===== src/rtl/sfu_pkg.sv =====
package sfu_pkg;
  localparam int unsigned SW_W   = 8;
  localparam int unsigned IDX_W  = $clog2(SW_W);
  localparam int unsigned OP_W   = 5;

  localparam int unsigned FL_C = 0;
  localparam int unsigned FL_Z = 1;
  localparam int unsigned FL_N = 2;
  localparam int unsigned FL_V = 3;
  localparam int unsigned FL_S = 4;
  localparam int unsigned FL_H = 5;
  localparam int unsigned FL_T = 6;
  localparam int unsigned FL_I = 7;

  typedef enum logic [OP_W-1:0] {
    OP_NOP    = 5'd0,
    OP_FSET   = 5'd1,
    OP_FCLR   = 5'd2,
    OP_BSTORE = 5'd3,
    OP_BLOAD  = 5'd4
  } sfu_op_e;

  // named set: 2'b01 in the top bits, named clear: 2'b10, flag index below
  localparam logic [1:0] GRP_NSET = 2'b01;
  localparam logic [1:0] GRP_NCLR = 2'b10;
endpackage


===== src/rtl/sfu_op_decode.sv =====
module sfu_op_decode
  import sfu_pkg::*;
#(
  parameter int unsigned W  = SW_W,
  parameter int unsigned IW = IDX_W
) (
  input  logic [OP_W-1:0] op_i,
  input  logic [IW-1:0]   idx_i,
  input  logic [W-1:0]    data_i,
  output logic [W-1:0]    xmask_o,
  output logic [W-1:0]    xval_o,
  output logic            bload_o
);
  localparam int unsigned GW = OP_W - IW;

  logic [GW-1:0] grp;
  logic [W-1:0]  idx_hot;
  logic [W-1:0]  sel_hot;

  assign grp = op_i[OP_W-1:IW];

  generate
    for (genvar k = 0; k < W; k++) begin : g_hot
      assign idx_hot[k] = (idx_i == IW'(k));
      assign sel_hot[k] = (op_i[IW-1:0] == IW'(k));
    end
  endgenerate

  always_comb begin
    xmask_o = '0;
    xval_o  = '0;
    bload_o = 1'b0;
    if (grp == GW'(GRP_NSET)) begin
      xmask_o = sel_hot;
      xval_o  = '1;
    end else if (grp == GW'(GRP_NCLR)) begin
      xmask_o = sel_hot;
    end else if (grp == '0) begin
      unique case (op_i)
        OP_FSET: begin
          xmask_o = idx_hot;
          xval_o  = '1;
        end
        OP_FCLR: xmask_o = idx_hot;
        OP_BSTORE: begin
          xmask_o[FL_T] = 1'b1;
          xval_o[FL_T]  = data_i[idx_i];
        end
        OP_BLOAD: bload_o = 1'b1;
        default: ;
      endcase
    end
  end
endmodule


===== src/rtl/sfu_bit_move.sv =====
module sfu_bit_move
  import sfu_pkg::*;
#(
  parameter int unsigned W  = SW_W,
  parameter int unsigned IW = IDX_W
) (
  input  logic          bload_i,
  input  logic [IW-1:0] idx_i,
  input  logic [W-1:0]  data_i,
  input  logic          t_i,
  output logic [W-1:0]  wr_data_o,
  output logic          wr_en_o
);
  always_comb begin
    wr_data_o = data_i;
    for (int k = 0; k < W; k++) begin
      if (idx_i == IW'(k)) wr_data_o[k] = t_i;
    end
    wr_en_o = bload_i;
  end
endmodule


===== src/rtl/sfu_status_reg.sv =====
module sfu_status_reg
  import sfu_pkg::*;
#(
  parameter int unsigned W = SW_W
) (
  input  logic         clk,
  input  logic         rst_n,
  input  logic [W-1:0] xmask_i,
  input  logic [W-1:0] xval_i,
  input  logic [W-1:0] amask_i,
  input  logic [W-1:0] aval_i,
  output logic [W-1:0] q_o
);
  logic [W-1:0] q_d;
  logic [W-1:0] q_r;
  logic         q_en;

  always_comb begin
    q_en = |(xmask_i | amask_i);
    for (int k = 0; k < W; k++) begin
      if (xmask_i[k])      q_d[k] = xval_i[k];
      else if (amask_i[k]) q_d[k] = aval_i[k];
      else                 q_d[k] = q_r[k];
    end
  end

  always_ff @(posedge clk or negedge rst_n) begin
    if (!rst_n)    q_r <= '0;
    else if (q_en) q_r <= q_d;
  end

  assign q_o = q_r;
endmodule


===== src/rtl/sfu_flag_unit.sv =====
module sfu_flag_unit
  import sfu_pkg::*;
(
  input  logic             clk,
  input  logic             rst_n,
  input  logic [OP_W-1:0]  op_i,
  input  logic [IDX_W-1:0] bit_idx_i,
  input  logic [SW_W-1:0]  reg_data_i,
  input  logic [SW_W-1:0]  alu_mask_i,
  input  logic [SW_W-1:0]  alu_val_i,
  output logic [SW_W-1:0]  sreg_o,
  output logic             int_en_o,
  output logic [SW_W-1:0]  wr_data_o,
  output logic             wr_en_o
);
  logic [SW_W-1:0] xmask;
  logic [SW_W-1:0] xval;
  logic            bload;

  sfu_op_decode #(.W(SW_W), .IW(IDX_W)) u_dec (
    .op_i    (op_i),
    .idx_i   (bit_idx_i),
    .data_i  (reg_data_i),
    .xmask_o (xmask),
    .xval_o  (xval),
    .bload_o (bload)
  );

  sfu_status_reg #(.W(SW_W)) u_sreg (
    .clk     (clk),
    .rst_n   (rst_n),
    .xmask_i (xmask),
    .xval_i  (xval),
    .amask_i (alu_mask_i),
    .aval_i  (alu_val_i),
    .q_o     (sreg_o)
  );

  sfu_bit_move #(.W(SW_W), .IW(IDX_W)) u_move (
    .bload_i   (bload),
    .idx_i     (bit_idx_i),
    .data_i    (reg_data_i),
    .t_i       (sreg_o[FL_T]),
    .wr_data_o (wr_data_o),
    .wr_en_o   (wr_en_o)
  );

  assign int_en_o = sreg_o[FL_I];
endmodule


===== config.mk =====
export PLATFORM = sky130hd
export DESIGN_NAME = sfu_flag_unit
export DESIGN_NICKNAME = d
export VERILOG_FILES = /design/src/rtl/sfu_pkg.sv /design/src/rtl/sfu_op_decode.sv /design/src/rtl/sfu_bit_move.sv /design/src/rtl/sfu_status_reg.sv /design/src/rtl/sfu_flag_unit.sv
export SDC_FILE = /design/constraint.sdc
export NUM_CORES = 1
export LEC_CHECK = 0
export BUFFER_PORTS_ARGS = -buffer_cell sky130_fd_sc_hd__buf_2
export CAP_MARGIN = 20
export CORE_UTILIZATION = 43
export DETAILED_ROUTE_END_ITERATION = 10
export PLACE_DENSITY = 0.79
export SLEW_MARGIN = 0
export SYNTH_ARGS = -nofsm -noshare
export SYNTH_HDL_FRONTEND = slang
export SYNTH_SLANG_ARGS = --single-unit
export TNS_END_PERCENT = 10

===== constraint.sdc =====
create_clock -name clk -period 1.56 [get_ports clk]
set_clock_uncertainty 0.05 [all_clocks]
set_input_delay 0.234 -clock clk [delete_from_list [all_inputs] [get_ports clk]]
set_output_delay 0.234 -clock clk [all_outputs]
set_load 0.05 [all_outputs]

==> summary.md <==
| Metric | Value |
|---|---|
| Outcome | finished clean |
| Slowest cell on crit path | mux2_2 |
| Setup crit end | wr_data_o[6] |
| Kind of end point of the critical path | output pin |
| Clk_lat worst skew | 260 ps |
| Syn nets | 125 |
| Clock Path Buffers | 2 |
| Combinational Power Share | 54.2% |
| CP Launch Type | primary input |
| Final setup vio count | 0 |
| Asr flop ratio synth | 100% |
| Vias per cell | roughly 5.3 |
| Fmax achieved | 649 MHz |
| EDFF count, synth | 0 |
| Relative slew margins | 70.3% |
| Core area | 0.00194 mm² |
| Ys flop type | dfrtp_1 |
| Via count | 967 |
| DRT Pass-1 Iters | 4 |
| CP max stage delay | 330 ps |
| Post-Synth Simple-Gate Area | 21.6% |
| Seq/Total Area, Yosys | 22.7% |
| Reg clk slew, reported paths | 60 ps |
| Mean post-synth cell area | 9.69 µm² |
| I/O Buffers | a little over 50 |
| H-Tree Depth | 1 |
| Final cell count without fillers | about 180 |
| Share of cells above drive strength 1 | 65.8% |
| Critical path class | in2out |
| #FFs+latches synth | 8 |
| Max-capacitance violation count | 0 |
| Adder-cell share of the synthesized area | 0% |
| Root Buffer | clkbuf_4 |
| First-pass GRT wire length | 3770 µm |
| Largest family of logic cells by synthesized area | multiplexers |
| Cell area power density | 677 mW/mm² |
| Tcrit/Tclk final | a little under 100% |
| R2R Path Start | u_sreg.q_o[6]$_DFFE_PN0P_ |
| Nets | between 150 and 200 |
| Yosys warns | 0 |
| Num CTS Buffers | 3 |
| Hold Vio Cnt, Final | 0 |
| Synth Cell Area | between 800 and 900 µm² |
| Cell mode on critical path | buf_4 |
| Portion of netlist area occupied by mux cells | a little over a third |
| Pint | 0.511 mW |
| 1st-iter DRT viols | 25 |
| Pin count of the biggest net entering global routing | 12 |
| Data required, critical path | about 1300 ps |
| Global-route usage over all layers | 24.2% |
| Sequential Power Share | between 20 and 30% |
| Placer Congestion | 0.769 |
| Slew @ Worst Pin | 441 ps |
| Final wirelength | 2570 µm |
| Net Sw Frac | ~44% |
| Post-Syn Instances | 91 |
| Row count | 16 |
| Die Area | 0.00224 mm² |
| CTS tree | built |
| CTS sink cnt | 8 |
| Initial Utilization | a little under half |
| Setup_tns | 0 ps |
| HP Class | in2reg |
| Commonest non-fill, non-tap cell in the layout | buf_2 |
| Tot Pwr | 0.918 mW |
| Minimum clock period | 1540 ps |
| Max-slew violations | 0 |
| WL per Instance | around 14 µm |
| DRC | 0 |
| Grt total ovfl | 0 |
| Vias in the first global route | between 800 and 900 |
| Worst Reg-to-Reg Cells | 2 |
| Arrival time worst endpoint | roughly 1300 ps |
| Most frequent cells in the layout | buf_2, buf_4, mux2i_1 |
| Synth Area in Compound Gates | 9.08% |
| CP max FO | 4 |
| Clock network fraction of design power | 17.8% |
| Post-CTS setup buffers | 0 |
| Post-Synth XOR/XNOR Area | 2.98% |
| Worst path cell trace | buf_2 -> buf_4 -> nor2b_2 -> nand2_1 -> mux2_2 -> buf_4 |
| Cell variety after synth | 35 |
| Antenna cells | 0 |
| Final ANT Viol Nets | 0 |
| Total placed cells including tap cells | 178 |
| Largest register FFs | 8 |
| NetSw | 0.407 mW |
| Pleak | between 0.6 and 0.7 nW |
| Critical Path Start | bit_idx_i[1] |
| Ports | 52 |
| Initial antenna violation count | 0 |
| RSZ-0062 raised after global routing | true |
| Die Y | 47.3 µm |
| VDD IR-drop max | a little under 0.0007 V |
| Post-DP HPWL | between 1500 and 2000 µm |
| Reg2reg setup slack | 380 ps |
| Area Growth Syn to Fin | 53.8% |
| Chip Width | 47.3 µm |
| R2r endpoint | u_sreg.q_o[6]$_DFFE_PN0P_ |
[worst max-delay path, delay by kind of cell]
family                 cells  cell delay, ps
multiplexers               1             330
AND/OR/NAND/NOR            2             240
buffers and inverters      3             450
[worst min path at each step]
stage,start,to,cells after the start
after floorplan,rst_n,u_sreg.q_o[0]$_DFFE_PN0P_,0
after global placement,rst_n,u_sreg.q_o[3]$_DFFE_PN0P_,1
after detailed placement,rst_n,u_sreg.q_o[3]$_DFFE_PN0P_,1
after CTS,alu_val_i[4],u_sreg.q_o[4]$_DFFE_PN0P_,3
after global routing,alu_val_i[5],u_sreg.q_o[5]$_DFFE_PN0P_,3
final,alu_val_i[4],u_sreg.q_o[4]$_DFFE_PN0P_,3
[what timing repair did]
item                                    CTS  global route
gates resized for setup                   5            17
pin swaps                                 0             0
hold endpoints to repair                  8             0
endpoints found under the setup margin    2            12
hold buffers                              1             0
[Yosys cell counts, types with 2 or more instances]
cell / count / area share (%)
mux2i_1: 15 / 17
mux2_2: 10 / 13
dfrtp_1: 8 / 23
nor2_1: 7 / 3.0
buf_4: 5 / 4.3
nand2_1: 5 / 2.1
clkbuf_1: 3 / 1.3
nand3_1: 3 / 1.7
and4bb_2: 2 / 2.8
mux4_2: 2 / 5.1
nand2b_1: 2 / 1.4
nor2b_1: 2 / 1.4
nor4_1: 2 / 1.4
o22ai_1: 2 / 1.4
o32ai_1: 2 / 2.0
xnor2_1: 2 / 2.0
[layout make-up]
type                            instances  area (µm²)
Multi-Input combinational cell         72         667
Sequential cell                         8         201
Clock buffer                            3        22.5
Inverter                                1        3.75
Tap cell                               27        33.8
Fill cell                             157         586
Timing Repair Buffer                   71         428
[routing by layer]
metal  wire length [µm]  track usage [%]  share of wire [%]  up-vias
li1                   -                -                  -      466
met1               1110             33.0                 43      466
met2               1350             38.9                 52       30
met3                 83             2.69                3.2        5
met4                 31             9.71                1.2        0
met5                  0                0                  0        -
[power groups by stage]
stage | Combinational [mW] | Clock, mW | Sequential (mW)
floorplan | 0.246 | 0 | 0.340
global placement | 0.454 | 0 | 0.256
detailed placement | 0.465 | 0 | 0.258
CTS | 0.474 | 0.164 | 0.257
global route | 0.527 | 0.178 | 0.262
finish | 0.497 | 0.163 | 0.257
[stage by stage]
step / area [µm²] / setup WS [ps] / hold WS, ps / utilization (%)
2_1_floorplan: 887 / -299 / -112 / -
3_3_place_gp: 1240 / -259 / 35.4 / 64.1
3_5_place_dp: 1240 / -267 / 39.8 / 64.1
4_1_cts: 1290 / 1.86 / 213 / 66.5
5_1_grt: 1360 / -46.9 / 235 / 69.8
6_report: 1360 / 19.6 / 213 / 69.8
[cell families after synthesis]
family,count (synthesis)
AO/OA/AOI/OAI,11
XOR/XNOR,3
AND/OR/NAND/NOR,31
buffers and inverters,11
flip-flops,8
multiplexers,27
Power figures use the tool's default switching activity.
